<file path="src/rtl/rtc_pkg.sv">
package rtc_pkg;

    localparam int BUS_W  = 16;
    localparam int ADDR_W = 6;

    localparam logic [ADDR_W-1:0] OFS_HM      = 6'h00;
    localparam logic [ADDR_W-1:0] OFS_SEC     = 6'h04;
    localparam logic [ADDR_W-1:0] OFS_ALM_HM  = 6'h08;
    localparam logic [ADDR_W-1:0] OFS_ALM_SEC = 6'h0C;
    localparam logic [ADDR_W-1:0] OFS_CTRL    = 6'h10;
    localparam logic [ADDR_W-1:0] OFS_DAY     = 6'h20;
    localparam logic [ADDR_W-1:0] OFS_ALM_DAY = 6'h24;

    localparam logic [5:0] SEC_LAST  = 6'd59;
    localparam logic [5:0] MIN_LAST  = 6'd59;
    localparam logic [4:0] HOUR_LAST = 5'd23;

    typedef enum logic [1:0] {
        RATE_A   = 2'd0,
        RATE_B   = 2'd1,
        RATE_C   = 2'd2,
        RATE_RSV = 2'd3
    } rate_sel_e;

    typedef struct packed {
        logic [4:0] hr;
        logic [5:0] mn;
        logic [5:0] sc;
    } hms_t;

    typedef struct packed {
        logic      day_carry;
        hms_t      t;
    } hms_step_t;

    typedef struct packed {
        logic      en;
        rate_sel_e sel;
    } ctrl_t;

    function automatic hms_step_t hms_advance(hms_t cur);
        hms_step_t r;
        r.day_carry = 1'b0;
        r.t         = cur;
        if (cur.sc >= SEC_LAST) begin
            r.t.sc = '0;
            if (cur.mn >= MIN_LAST) begin
                r.t.mn = '0;
                if (cur.hr >= HOUR_LAST) begin
                    r.t.hr      = '0;
                    r.day_carry = 1'b1;
                end else begin
                    r.t.hr = cur.hr + 5'd1;
                end
            end else begin
                r.t.mn = cur.mn + 6'd1;
            end
        end else begin
            r.t.sc = cur.sc + 6'd1;
        end
        return r;
    endfunction

endpackage

</file>
<file path="src/rtl/rtc_prescaler.sv">
module rtc_prescaler
    import rtc_pkg::*;
#(
    parameter int DIV0 = 32768,
    parameter int DIV1 = 32000,
    parameter int DIV2 = 38400
) (
    input  logic      clk,
    input  logic      rst,
    input  logic      en,
    input  rate_sel_e sel,
    input  logic      clr,
    output logic      tick
);
    localparam int DMAX  = (DIV0 > DIV1) ? ((DIV0 > DIV2) ? DIV0 : DIV2)
                                         : ((DIV1 > DIV2) ? DIV1 : DIV2);
    localparam int CNT_W = $clog2(DMAX);
    localparam logic [CNT_W-1:0] LIM0 = CNT_W'(DIV0 - 1);
    localparam logic [CNT_W-1:0] LIM1 = CNT_W'(DIV1 - 1);
    localparam logic [CNT_W-1:0] LIM2 = CNT_W'(DIV2 - 1);

    logic [CNT_W-1:0] cnt_q;
    logic [CNT_W-1:0] lim;
    logic             at_lim;

    always_comb begin
        unique case (sel)
            RATE_B:  lim = LIM1;
            RATE_C:  lim = LIM2;
            default: lim = LIM0;
        endcase
    end

    assign at_lim = (cnt_q >= lim);
    assign tick   = en && !clr && at_lim;

    always_ff @(posedge clk) begin
        if (rst) begin
            cnt_q <= '0;
        end else if (clr) begin
            cnt_q <= '0;
        end else if (en) begin
            if (at_lim) cnt_q <= '0;
            else        cnt_q <= cnt_q + CNT_W'(1);
        end
    end

    assert_hold_when_off_R4: assert property (@(posedge clk) disable iff (rst)
        (!en && !clr) |=> $stable(cnt_q));

    assert_restart_after_tick_R3: assert property (@(posedge clk) disable iff (rst)
        tick |=> (cnt_q == '0));

    assert_clear_restarts_R7: assert property (@(posedge clk) disable iff (rst)
        clr |=> (cnt_q == '0) && !tick);

endmodule

</file>
<file path="src/rtl/rtc_time_counter.sv">
module rtc_time_counter
    import rtc_pkg::*;
#(
    parameter int DAY_W = 16
) (
    input  logic             clk,
    input  logic             rst,
    input  logic             tick,
    input  logic             ld_hm,
    input  logic             ld_sec,
    input  logic             ld_day,
    input  logic [4:0]       ld_hr_val,
    input  logic [5:0]       ld_mn_val,
    input  logic [5:0]       ld_sc_val,
    input  logic [DAY_W-1:0] ld_day_val,
    output hms_t             cur,
    output logic [DAY_W-1:0] day,
    output hms_t             nxt,
    output logic [DAY_W-1:0] nxt_day,
    output logic             any_ld
);
    hms_step_t step;

    assign any_ld  = ld_hm | ld_sec | ld_day;
    assign step    = hms_advance(cur);
    assign nxt     = step.t;
    assign nxt_day = step.day_carry ? day + DAY_W'(1) : day;

    always_ff @(posedge clk) begin
        if (rst) begin
            cur <= '0;
            day <= '0;
        end else if (any_ld) begin
            if (ld_hm) begin
                cur.hr <= ld_hr_val;
                cur.mn <= ld_mn_val;
            end
            if (ld_sec) cur.sc <= ld_sc_val;
            if (ld_day) day    <= ld_day_val;
        end else if (tick) begin
            cur <= nxt;
            day <= nxt_day;
        end
    end

    assert_sec_in_range_R5: assert property (@(posedge clk) disable iff (rst)
        (tick && !any_ld) |=> (cur.sc <= SEC_LAST));

    assert_day_carry_R5: assert property (@(posedge clk) disable iff (rst)
        (tick && !any_ld && cur.sc == SEC_LAST && cur.mn == MIN_LAST && cur.hr == HOUR_LAST)
        |=> (day == $past(day) + DAY_W'(1)) && (cur.hr == '0));

    assert_idle_holds_R4: assert property (@(posedge clk) disable iff (rst)
        (!tick && !any_ld) |=> ($stable(cur) && $stable(day)));

    assert_load_wins_R8: assert property (@(posedge clk) disable iff (rst)
        (tick && ld_hm) |=> (cur.sc == $past(cur.sc)));

endmodule

</file>
<file path="src/rtl/rtc_alarm_match.sv">
module rtc_alarm_match
    import rtc_pkg::*;
#(
    parameter int DAY_W = 16
) (
    input  logic             clk,
    input  logic             rst,
    input  logic             tick,
    input  logic             suppress,
    input  hms_t             nxt,
    input  logic [DAY_W-1:0] nxt_day,
    input  hms_t             alm,
    input  logic [DAY_W-1:0] alm_day,
    output logic             pulse
);
    logic hit;

    assign hit = (nxt == alm) && (nxt_day == alm_day);

    always_ff @(posedge clk) begin
        if (rst) pulse <= 1'b0;
        else     pulse <= tick && !suppress && hit;
    end

    assert_pulse_single_R9: assert property (@(posedge clk) disable iff (rst)
        pulse |=> !pulse);

    assert_no_pulse_without_tick_R9: assert property (@(posedge clk) disable iff (rst)
        !tick |=> !pulse);

endmodule

</file>
<file path="src/rtl/rtc_core.sv">
module rtc_core
    import rtc_pkg::*;
#(
    parameter int DIV0  = 32768,
    parameter int DIV1  = 32000,
    parameter int DIV2  = 38400,
    parameter int DAY_W = 16
) (
    input  logic              clk,
    input  logic              rst,
    input  logic [ADDR_W-1:0] bus_addr,
    input  logic              bus_wr,
    input  logic [BUS_W-1:0]  bus_wdata,
    output logic [BUS_W-1:0]  bus_rdata,
    output logic              sec_tick,
    output logic              alarm_pulse
);
    ctrl_t            ctrl_q;
    hms_t             alm_q;
    logic [DAY_W-1:0] alm_day_q;

    hms_t             cur_t, nxt_t;
    logic [DAY_W-1:0] cur_day, nxt_day;
    logic             any_ld;

    logic wr_hm, wr_sec, wr_day, wr_ctrl, wr_ahm, wr_asec, wr_aday;

    assign wr_hm   = bus_wr && (bus_addr == OFS_HM);
    assign wr_sec  = bus_wr && (bus_addr == OFS_SEC);
    assign wr_day  = bus_wr && (bus_addr == OFS_DAY);
    assign wr_ctrl = bus_wr && (bus_addr == OFS_CTRL);
    assign wr_ahm  = bus_wr && (bus_addr == OFS_ALM_HM);
    assign wr_asec = bus_wr && (bus_addr == OFS_ALM_SEC);
    assign wr_aday = bus_wr && (bus_addr == OFS_ALM_DAY);

    always_ff @(posedge clk) begin
        if (rst) begin
            ctrl_q    <= '0;
            alm_q     <= '0;
            alm_day_q <= '0;
        end else begin
            if (wr_ctrl) begin
                ctrl_q.en  <= bus_wdata[7];
                ctrl_q.sel <= rate_sel_e'(bus_wdata[6:5]);
            end
            if (wr_ahm) begin
                alm_q.hr <= bus_wdata[12:8];
                alm_q.mn <= bus_wdata[5:0];
            end
            if (wr_asec) alm_q.sc  <= bus_wdata[5:0];
            if (wr_aday) alm_day_q <= bus_wdata[DAY_W-1:0];
        end
    end

    rtc_prescaler #(
        .DIV0 (DIV0),
        .DIV1 (DIV1),
        .DIV2 (DIV2)
    ) u_presc (
        .clk  (clk),
        .rst  (rst),
        .en   (ctrl_q.en),
        .sel  (ctrl_q.sel),
        .clr  (wr_sec),
        .tick (sec_tick)
    );

    rtc_time_counter #(
        .DAY_W (DAY_W)
    ) u_tod (
        .clk        (clk),
        .rst        (rst),
        .tick       (sec_tick),
        .ld_hm      (wr_hm),
        .ld_sec     (wr_sec),
        .ld_day     (wr_day),
        .ld_hr_val  (bus_wdata[12:8]),
        .ld_mn_val  (bus_wdata[5:0]),
        .ld_sc_val  (bus_wdata[5:0]),
        .ld_day_val (bus_wdata[DAY_W-1:0]),
        .cur        (cur_t),
        .day        (cur_day),
        .nxt        (nxt_t),
        .nxt_day    (nxt_day),
        .any_ld     (any_ld)
    );

    rtc_alarm_match #(
        .DAY_W (DAY_W)
    ) u_alm (
        .clk      (clk),
        .rst      (rst),
        .tick     (sec_tick),
        .suppress (any_ld),
        .nxt      (nxt_t),
        .nxt_day  (nxt_day),
        .alm      (alm_q),
        .alm_day  (alm_day_q),
        .pulse    (alarm_pulse)
    );

    always_comb begin
        bus_rdata = '0;
        unique case (bus_addr)
            OFS_HM:      bus_rdata = {3'b0, cur_t.hr, 2'b0, cur_t.mn};
            OFS_SEC:     bus_rdata = BUS_W'(cur_t.sc);
            OFS_ALM_HM:  bus_rdata = {3'b0, alm_q.hr, 2'b0, alm_q.mn};
            OFS_ALM_SEC: bus_rdata = BUS_W'(alm_q.sc);
            OFS_CTRL:    bus_rdata = BUS_W'({ctrl_q.en, ctrl_q.sel, 5'b0});
            OFS_DAY:     bus_rdata = BUS_W'(cur_day);
            OFS_ALM_DAY: bus_rdata = BUS_W'(alm_day_q);
            default:     bus_rdata = '0;
        endcase
    end

    logic unused_wbits;
    assign unused_wbits = ^{bus_wdata[15:13], bus_wdata[4:0]};

    assert_sec_write_loads_R7: assert property (@(posedge clk) disable iff (rst)
        wr_sec |=> (cur_t.sc == $past(bus_wdata[5:0])));

    assert_ctrl_write_loads_R2: assert property (@(posedge clk) disable iff (rst)
        wr_ctrl |=> (ctrl_q.en == $past(bus_wdata[7])));

endmodule

</file>
<file path="config.mk">
export PLATFORM = sky130hd
export DESIGN_NAME = rtc_core
export DESIGN_NICKNAME = d
export VERILOG_FILES = /design/src/rtl/rtc_pkg.sv /design/src/rtl/rtc_prescaler.sv /design/src/rtl/rtc_time_counter.sv /design/src/rtl/rtc_alarm_match.sv /design/src/rtl/rtc_core.sv
export SDC_FILE = /design/constraint.sdc
export NUM_CORES = 1
export LEC_CHECK = 0
export BUFFER_PORTS_ARGS = -buffer_cell sky130_fd_sc_hd__buf_2
export CORE_AREA = 2 2 100 102
export CTS_CLUSTER_SIZE = 10
export DETAILED_ROUTE_END_ITERATION = 16
export DIE_AREA = 0 0 102 104
export PLACE_DENSITY = 0.8
export SYNTH_ARGS = -nofsm -noshare
export SYNTH_HDL_FRONTEND = slang
export SYNTH_HIERARCHICAL = 1
export SYNTH_SLANG_ARGS = --single-unit
</file>
<file path="constraint.sdc">
create_clock -name clk -period 3.8 [get_ports clk]
set_input_delay 0.57 -clock clk [delete_from_list [all_inputs] [get_ports clk]]
set_output_delay 0.57 -clock clk [all_outputs]
set_load 0.01 [all_outputs]
</file>
==> flow_summary.json, run 1 <==
{
  "place_inst": 883,
  "max_cap_violations": 0,
  "status": "completed",
  "clock.fmax_mhz": 299,
  "drive_gt1_frac": 0.144,
  "syn_area_per_cell_um2": 7.85,
  "whs_ns": 0.454,
  "wire_per_inst_um": 20.5,
  "fillCellCount": 838,
  "hpwl_mm": 13.1,
  "grt_pass1_wl_mm": 29.3,
  "maxSlewHeadroom": 0.396,
  "start_util": 0.599,
  "post_cts_buffers": 0,
  "crit_path_max_incr_delay_ns": 0.50,
  "wirelength_mm": 18.4,
  "synth_edf_count": 0,
  "grt_max_degree": 38,
  "antenna_found_initial": 0,
  "worst_ep_required_time_ns": 3.23,
  "maxSlewViolCount": 0,
  "synth_fp_nets": 767,
  "drtIter0Drc": 1033,
  "cp_common_cell": "ha_1",
  "ys_seq_elements": 86,
  "netlist_area_mm2": 0.00572,
  "track_usage": 0.352,
  "power.internal_mw": 1.41,
  "die_y_um": 104,
  "worstSetupPathType": "reg2out",
  "regArea_mm2": 0.00172,
  "ys_seq_area_frac": 0.301,
  "layout.nets": 799,
  "top_usage_layer": "met2",
  "synth_fa_ha_area_frac": 0.0284,
  "via_per_inst": 6.71,
  "placedInstanceArea_mm2": 0.00606,
  "leakagePower_nw": 2.64,
  "cts_buffers": 9,
  "post-route-drc-count": 0,
  "grt_pass1_vias": 5474,
  "met2_usage": 0.516,
  "fin_crit_sh": 0.881,
  "clkPwrFrac": 0.447,
  "ys_types": 68,
  "synth.area.mux_share": 0.0610,
  "cp_max_fo": 8,
  "clk_pin_slew_ns": 0.09,
  "grt_use_met3": 0.0591,
  "path_cells": "ha_1 -> inv_1 -> ha_1 -> nand4_2 -> nor3_2 -> o31ai_2 -> nor2_1 -> buf_4 -> buf_2",
  "cts_root_buf": "clkbuf_8",
  "crit_slowest_cell": "nor3_2",
  "place_congestion": 0.993,
  "clock_sinks": 86,
  "io_buffers": 42,
  "fp.dieW_um": 102,
  "fin_util": 0.661,
  "clock_latency_ns": 0.38,
  "fin_tns_setup_ns": 0,
  "antennaDiodeCount": 0,
  "period_minus_slack_ns": 3.35,
  "multi_input_area_mm2": 0.00377,
  "ios": 43,
  "met1_usage": 0.503,
  "peakVddDrop_mv": 0.181,
  "die_area_mm2": 0.0106,
  "finalNonFillerCells": 899,
  "finalSetupViolCount": 0,
  "synthCells": 729,
  "rsz0062_at_grt": "no",
  "synth-async-reset-ratio": 0,
  "ant_nets": 0,
  "htreeDepth": 3,
  "rows": 36,
  "dp_slack_ns": 0.608,
  "hold_violations": 0,
  "tightestPinTransition_ns": 0.906,
  "worstPathArrival_ns": 2.78,
  "core-area_mm2": 0.00955,
  "cts_hold_buf": 0,
  "totalPowerFinal_mw": 1.85,
  "pwr-share-comb": 0.059,
  "cts_buffer_depth": 2,
  "cts_resized": 0,
  "netSwitchingFraction": 0.238,
  "timing.final.ws_setup_ns": 0.453,
  "hp-class": "in2reg",
  "cp-start-kind": "flop",
  "yosysWarningCount": 6,
  "cts_tree": "built",
  "num_vias": 6028,
  "synth_top_family_by_area": "simple AND/OR/NAND/NOR gates",
  "fin_worst_skew_ns": 0.0124,
  "dr.pass1.iters": 6,
  "synth_flop_cell": "dfxtp_1",
  "critPathCaptureType": "output pin",
  "syn2layout_area_growth_pct": 10.3,
  "synthXorXnorAreaFrac": 0.0903,
  "synthSimpleGateAreaFrac": 0.289,
  "finish.instance_area_mm2": 0.00632,
  "p_sw_mw": 0.440,
  "synth_compound_area_frac": 0.190,
  "grt_overflow": 0,
  "power_density_mw_per_mm2": 293,
  "seqPwrFrac": 0.494
}
-- sequential cells by signal, summed over array words and instances, names as in the netlist --
| signal | cells |
|---|---|
| alm_q | 17 |
| u_tod/cur | 17 |
| alm_day_q | 16 |
| u_presc/cnt_q | 16 |
| u_tod/day | 16 |
| ctrl_q | 3 |
| u_alm/pulse | 1 |
-- cells in the final DEF (no fill, tap or decap), drive strengths merged, types with 8 or more instances in the layout --
master and n:
xnor2 16, and2 8, or4 9, nor4 15, and3 13, buf 61, a21oi 45, dfxtp 86
mux2i 27, inv 12, o21ai 16, nor3 20, nor2 75, clkbuf 11, o31ai 8, a22oi 18
xor2 43, ha 13, nand2 109, nand3 40, a211oi 8
-- worst max-delay path: cells and delay by family, from the launching register on --
family | cells | cell delay [ns]
AND/OR/NAND/NOR | 3 | 0.88
buffers and inverters | 3 | 0.40
adder cells (fa/ha/maj) | 2 | 0.59
AO/OA/AOI/OAI | 1 | 0.17
flip-flops | 1 | 0.38
-- per-layer routing --
metal	share of wire	vias up
li1	-	2720
met1	0.40	2766
met2	0.43	458
met3	0.12	84
met4	0.045	0
met5	0	-
-- cells in the mapped netlist, types with 5 or more instances --
cell type  number  area (um^2)
a21o_1          5         37.5
a22oi_1        18          135
buf_2           9         45.0
nand2_1       106          398
nor3_1         17         85.1
a211oi_1        7         52.6
or2_2           6         37.5
inv_1          12         45.0
and4_1          6         52.6
mux2i_1        27          270
or4_1           9         67.6
a21oi_1        45          225
o211ai_1        6         45.0
a22o_1          5         43.8
nand4_1         6         37.5
nand3_1        39          195
o221ai_1        6         52.6
nand2b_1        5         31.3
mux2_2          7         78.8
clkbuf_1       23         86.3
o31ai_1         7         52.6
nor2_1         75          282
and2_1          8         50.1
a31oi_1         7         43.8
o21ai_0        14         70.1
and3_1         13         81.3
a311oi_1        5         43.8
nor4_1         14         87.6
xnor2_1        16          140
ha_1           13          163
xor2_1         43          377
dfxtp_1        86         1720
-- worst paths after layout --
path / start / to / slack [ns] / cells past startpoint
min: bus_wdata[14] / alm_day_q[14]$_SDFFE_PP0P_ / 0.45 / 3
max reg2reg: ctrl_q[1]$_SDFFE_PP0P_ / u_tod/day[7]$_SDFFE_PP0P_ / 0.48 / 12
max: ctrl_q[1]$_SDFFE_PP0P_ / sec_tick / 0.45 / 9
min reg2reg: alm_day_q[11]$_SDFFE_PP0P_ / alm_day_q[11]$_SDFFE_PP0P_ / 0.50 / 2
-- layout make-up --
type | count | share of cell area
clock inverters | 5 | 0.0166
well taps | 133 | 0.0263
multi-input cells | 591 | 0.597
inverters | 12 | 0.00713
repair buffers | 61 | 0.0559
flip-flops and latches | 86 | 0.273
clock buffers | 11 | 0.0240
-- kinds of logic after synthesis --
logic type,after synthesis
multiplexers,34
AO/OA/AOI/OAI,156
flip-flops,86
XOR/XNOR,59
buffers and inverters,52
adder cells (fa/ha/maj),13
AND/OR/NAND/NOR,329
-- power by group through the flow --
stage / clock, mW / combinational [mW] / sequential [mW]
after floorplan: 0 / 0.0594 / 0.932
after global placement: 0 / 0.102 / 0.935
after detailed placement: 0 / 0.105 / 0.936
after CTS: 0.832 / 0.105 / 0.914
after global routing: 0.863 / 0.115 / 0.916
final: 0.829 / 0.108 / 0.915
Note: power is estimated with default switching activity, not from simulation.
==> run 2, diff against run 1 <==
RECOVER_POWER = 25   (was default)
==> flow_summary.json, run 2 (synthesis results as in run 1) <==
{
  "regArea_mm2": 0.00172,
  "fp.dieW_um": 102,
  "hp-class": "in2reg",
  "die_area_mm2": 0.0106,
  "io_buffers": 42,
  "die_y_um": 104,
  "maxSlewHeadroom": 0.124,
  "critical_path.top_delay_family": "simple AND/OR/NAND/NOR gates",
  "path_buf_inv": 3,
  "grt_max_degree": 38,
  "min_from": "bus_wdata[14]",
  "clkPwrFrac": 0.447,
  "cp-start-kind": "flop",
  "post_cts_buffers": 0,
  "clock.fmax_mhz": 298,
  "drive_gt1_frac": 0.140,
  "layout_common_cells": "nand2_1, dfxtp_1, nor2_1",
  "final_common_cell": "nand2_1",
  "antennaDiodeCount": 0,
  "drtIter0Drc": 957,
  "ios": 43,
  "wire_per_inst_um": 20.5,
  "pwr-share-comb": 0.058,
  "layout.nets": 799,
  "cts_root_buf": "clkbuf_8",
  "clk_pin_slew_ns": 0.09,
  "start_util": 0.599,
  "netSwitchingFraction": 0.237,
  "startpoint": "ctrl_q[1]$_SDFFE_PP0P_",
  "power.internal_mw": 1.41,
  "tightestPinTransition_ns": 1.31,
  "ant_nets": 0,
  "reg_top3": "alm_q (17), u_tod/cur (17)",
  "core-area_mm2": 0.00955,
  "fin_crit_sh": 0.882,
  "place_congestion": 0.993,
  "via_per_inst": 6.69,
  "seqPwrFrac": 0.494,
  "cp_common_cell": "ha_1",
  "syn2layout_area_growth_pct": 10.3,
  "cts_resized": 0,
  "crit_path_max_incr_delay_ns": 0.49,
  "status": "completed",
  "cts_tree": "built",
  "grt_pass1_wl_mm": 29.3,
  "cts_buffer_depth": 2,
  "max_cap_violations": 0,
  "leakagePower_nw": 2.63,
  "fin_worst_skew_ns": 0.0121,
  "fillCellCount": 838,
  "cts_buffers": 9,
  "rsz0062_at_grt": "no",
  "antenna_found_initial": 0,
  "cts_hold_buf": 0,
  "path_cells": "ha_1 -> inv_1 -> ha_1 -> nand4_2 -> nor3_2 -> o31ai_2 -> nor2_1 -> buf_4 -> buf_2",
  "multi_input_area_mm2": 0.00377,
  "rows": 36,
  "maxSlewViolCount": 0,
  "worst_ep_required_time_ns": 3.23,
  "peakVddDrop_mv": 0.181,
  "grt_pass1_vias": 5474,
  "power_density_mw_per_mm2": 293,
  "dr.pass1.iters": 6,
  "htreeDepth": 3,
  "worstPathArrival_ns": 2.78,
  "place_inst": 883,
  "period_minus_slack_ns": 3.35,
  "finalSetupViolCount": 0,
  "critPathCaptureType": "output pin",
  "clock_sinks": 86,
  "fin_tns_setup_ns": 0,
  "post-route-drc-count": 0,
  "hold_violations": 0,
  "hpwl_mm": 13.1,
  "r2r_start": "ctrl_q[1]$_SDFFE_PP0P_",
  "grt_overflow": 0,
  "crit_slowest_cell": "nor3_2",
  "finalNonFillerCells": 899,
  "wirelength_mm": 18.5,
  "worstSetupPathType": "reg2out",
  "track_usage": 0.352,
  "clock_latency_ns": 0.38,
  "p_sw_mw": 0.440,
  "cp_max_fo": 8,
  "num_vias": 6014
}
-- run 2: worst paths after layout --
kind | endpoint | slack (ns) | cells after the start
setup / recovery | sec_tick | 0.45 | 9
hold / removal | alm_day_q[14]$_SDFFE_PP0P_ | 0.45 | 3
setup reg to reg | u_tod/day[7]$_SDFFE_PP0P_ | 0.47 | 12
hold reg to reg | alm_day_q[11]$_SDFFE_PP0P_ | 0.50 | 2
-- run 2: final cells by class --
cell class | count | share of cell area
clock buffers | 11 | 0.0240
clock inverters | 5 | 0.0167
inverters | 12 | 0.00714
multi-input cells | 591 | 0.598
flip-flops and latches | 86 | 0.273
well taps | 133 | 0.0264
repair buffers | 61 | 0.0553
-- run 2: per-stage QoR --
stage	hold WS [ns]	setup slack, ns	power (mW)	area (um^2)	utilization
6_report	0.453	0.447	1.85	6310	0.661
3_5_place_dp	0.483	0.608	1.04	6060	0.635
4_1_cts	0.446	0.459	1.85	6320	0.661
2_1_floorplan	0.461	0.424	0.992	5720	-
3_3_place_gp	0.470	0.682	1.04	6060	0.635
5_1_grt	0.461	0.208	1.89	6310	0.661
-- run 2: power by group through the flow --
stage	registers [mW]	clock network, mW	logic (mW)
final	0.915	0.829	0.108
after global routing	0.916	0.863	0.115
after CTS	0.914	0.832	0.105
after detailed placement	0.936	0	0.105
after global placement	0.935	0	0.102
after floorplan	0.932	0	0.0594
-- run 2: per-layer routing --
layer	wire length [um]	global-route usage	up-vias
met5	0	0	-
met4	828	0.159	0
met3	2090	0.0591	80
met2	7990	0.516	419
met1	7550	0.503	2798
li1	-	-	2717
-- run 2: worst reg2reg max path, stage by stage, from the launching register on --
cell and delay (ns):
dfxtp_1 0.38, ha_1 0.25, inv_1 0.07, ha_1 0.34, nand4_2 0.16, nor3_2 0.49
o31ai_2 0.17, nor2_1 0.23, nor3b_2 0.25, nor2_1 0.10, or2_2 0.31, or4_1 0.43
nand3_1 0.11
==> run 3, diff against run 2 <==
CORE_AREA = 2 2 72 142   (was 2 2 100 102)
DIE_AREA = 0 0 74 144   (was 0 0 102 104)
PLACE_DENSITY = 0.79   (was 0.8)
==> flow_summary.json, run 3 (synthesis results as in run 1) <==
{
  "status": "completed",
  "min_from": "bus_wdata[7]",
  "peakVddDrop_mv": 0.262,
  "core-area_mm2": 0.00964,
  "clk_pin_slew_ns": 0.07,
  "post-route-drc-count": 0,
  "critPathCaptureType": "flop",
  "fin_tns_setup_ns": 0,
  "path_cells": "ha_1 -> inv_1 -> ha_1 -> nand4_2 -> nor3_4 -> o31ai_2 -> nor2_1 -> buf_4 -> nor4b_1 -> buf_4 -> or2_2 -> nand2_1 -> a21oi_1 -> nor3_1",
  "rows": 51,
  "finalNonFillerCells": 904,
  "worstSetupPathType": "reg2reg",
  "tightestPinTransition_ns": 1.02,
  "grt_overflow": 0,
  "r2r_cells": 14,
  "cp-start-kind": "flop",
  "crit_slowest_cell": "nor3_4",
  "clock_sinks": 86,
  "grt_max_degree": 46,
  "maxSlewHeadroom": 0.319,
  "worst_ep_required_time_ns": 4.02,
  "grt_pass1_vias": 5753,
  "layout_common_cells": "nand2_1, dfxtp_1, nor2_1",
  "dr.pass1.iters": 5,
  "drtIter0Drc": 616,
  "drive_gt1_frac": 0.146,
  "final_common_cell": "nand2_1",
  "crit_path_max_incr_delay_ns": 0.43,
  "antenna_found_initial": 0,
  "fillCellCount": 856,
  "r2r_start": "ctrl_q[1]$_SDFFE_PP0P_",
  "layout.nets": 805,
  "worstPathArrival_ns": 3.71,
  "hpwl_mm": 14.7,
  "period_minus_slack_ns": 3.49,
  "grt_pass1_wl_mm": 30.7,
  "power_density_mw_per_mm2": 303,
  "cts_tree": "built",
  "hold_violations": 0,
  "cp_max_fo": 10,
  "regToRegSetupSlack_ns": 0.31,
  "num_vias": 6014,
  "cts_hold_buf": 0,
  "fin_worst_skew_ns": 0.00623,
  "ios": 43,
  "rsz0062_at_grt": "no",
  "path_buf_inv": 3,
  "syn2layout_area_growth_pct": 12.1,
  "finalSetupViolCount": 0,
  "cts_root_buf": "clkbuf_16",
  "clock.fmax_mhz": 286,
  "clock_latency_ns": 0.35,
  "die_y_um": 144,
  "multi_input_area_mm2": 0.00378,
  "wirelength_mm": 19.9,
  "critical_path.top_delay_family": "simple AND/OR/NAND/NOR gates",
  "start_util": 0.594,
  "max_cap_violations": 0,
  "cts_buffers": 9,
  "r2r_end": "u_tod/cur[3]$_SDFFE_PP0P_",
  "whs_endpoint": "u_tod/day[7]$_SDFFE_PP0P_",
  "hp-class": "in2reg",
  "leakagePower_nw": 2.70,
  "place_inst": 887,
  "fp.dieW_um": 74,
  "place_congestion": 1.02,
  "reg_top3": "alm_q (17), u_tod/cur (17)",
  "htreeDepth": 3,
  "whs_path_depth": 3,
  "ant_nets": 0,
  "maxSlewViolCount": 0,
  "fin_crit_sh": 0.919,
  "via_per_inst": 6.65,
  "io_buffers": 42,
  "antennaDiodeCount": 0,
  "track_usage": 0.383,
  "wire_per_inst_um": 22.0,
  "cts_buffer_depth": 2,
  "die_area_mm2": 0.0107,
  "regArea_mm2": 0.00172
}
[run 3: final cells by class]
| type | count | area share |
|---|---|---|
| clock buffer | 10 | 0.0373 |
| clock inverter | 6 | 0.0109 |
| inverter | 12 | 0.00702 |
| multi-input combinational | 591 | 0.589 |
| sequential | 86 | 0.268 |
| tap | 132 | 0.0257 |
| timing repair buffer | 67 | 0.0614 |
[run 3: where the power goes]
group	total (mW)	internal (mW)	switching, mW
registers	0.916	0.907	0.00931
logic	0.108	0.0334	0.0748
clock network	0.922	0.531	0.391
total	1.95	1.47	0.475
[run 3: how the worst max path moves through the flow]
stage                                      start                         to  slack [ns]  cells past startpoint
final                     ctrl_q[1]$_SDFFE_PP0P_  u_tod/cur[3]$_SDFFE_PP0P_        0.31                     14
after global routing      ctrl_q[1]$_SDFFE_PP0P_  u_tod/cur[3]$_SDFFE_PP0P_        0.11                     14
after CTS                 ctrl_q[1]$_SDFFE_PP0P_  u_tod/cur[3]$_SDFFE_PP0P_        0.23                     14
after detailed placement  ctrl_q[1]$_SDFFE_PP0P_  u_tod/cur[3]$_SDFFE_PP0P_        0.31                     14
after global placement    ctrl_q[1]$_SDFFE_PP0P_  u_tod/cur[3]$_SDFFE_PP0P_        0.38                     14
after floorplan           ctrl_q[0]$_SDFFE_PP0P_  u_tod/day[7]$_SDFFE_PP0P_        0.42                     13
[run 3: timing repair]
| action | 4_1_cts | 5_1_grt |
|---|---|---|
| buffers inserted | 0 | 1 |
| setup endpoints to repair | 0 | 1 |
| hold endpoints to repair | 0 | 0 |
| resized for setup | 0 | 1 |
[run 3: per-layer routing]
layer	vias up	share of wire	global-route usage
met5	-	0	0
met3	115	0.066	0.0690
met1	2844	0.34	0.396
li1	2736	-	-
met2	319	0.51	0.668
met4	0	0.085	0.274
[run 3: tightest hold or removal path: cells and delay by family]
family	cells	cell delay, ns
buffers and inverters	1	0.11
and+or+nand+nor	2	0.11
[run 3: stage by stage]
step / utilization / hold slack (ns) / area (um^2) / power (mW) / setup WS (ns)
global route: 0.666 / 0.499 / 6410 / 2.00 / 0.108
detailed placement: 0.633 / 0.481 / 6100 / 1.04 / 0.308
CTS: 0.665 / 0.467 / 6400 / 1.95 / 0.229
global placement: 0.633 / 0.469 / 6100 / 1.04 / 0.380
floorplan: - / 0.461 / 5720 / 0.992 / 0.424
finish: 0.666 / 0.477 / 6410 / 1.95 / 0.309
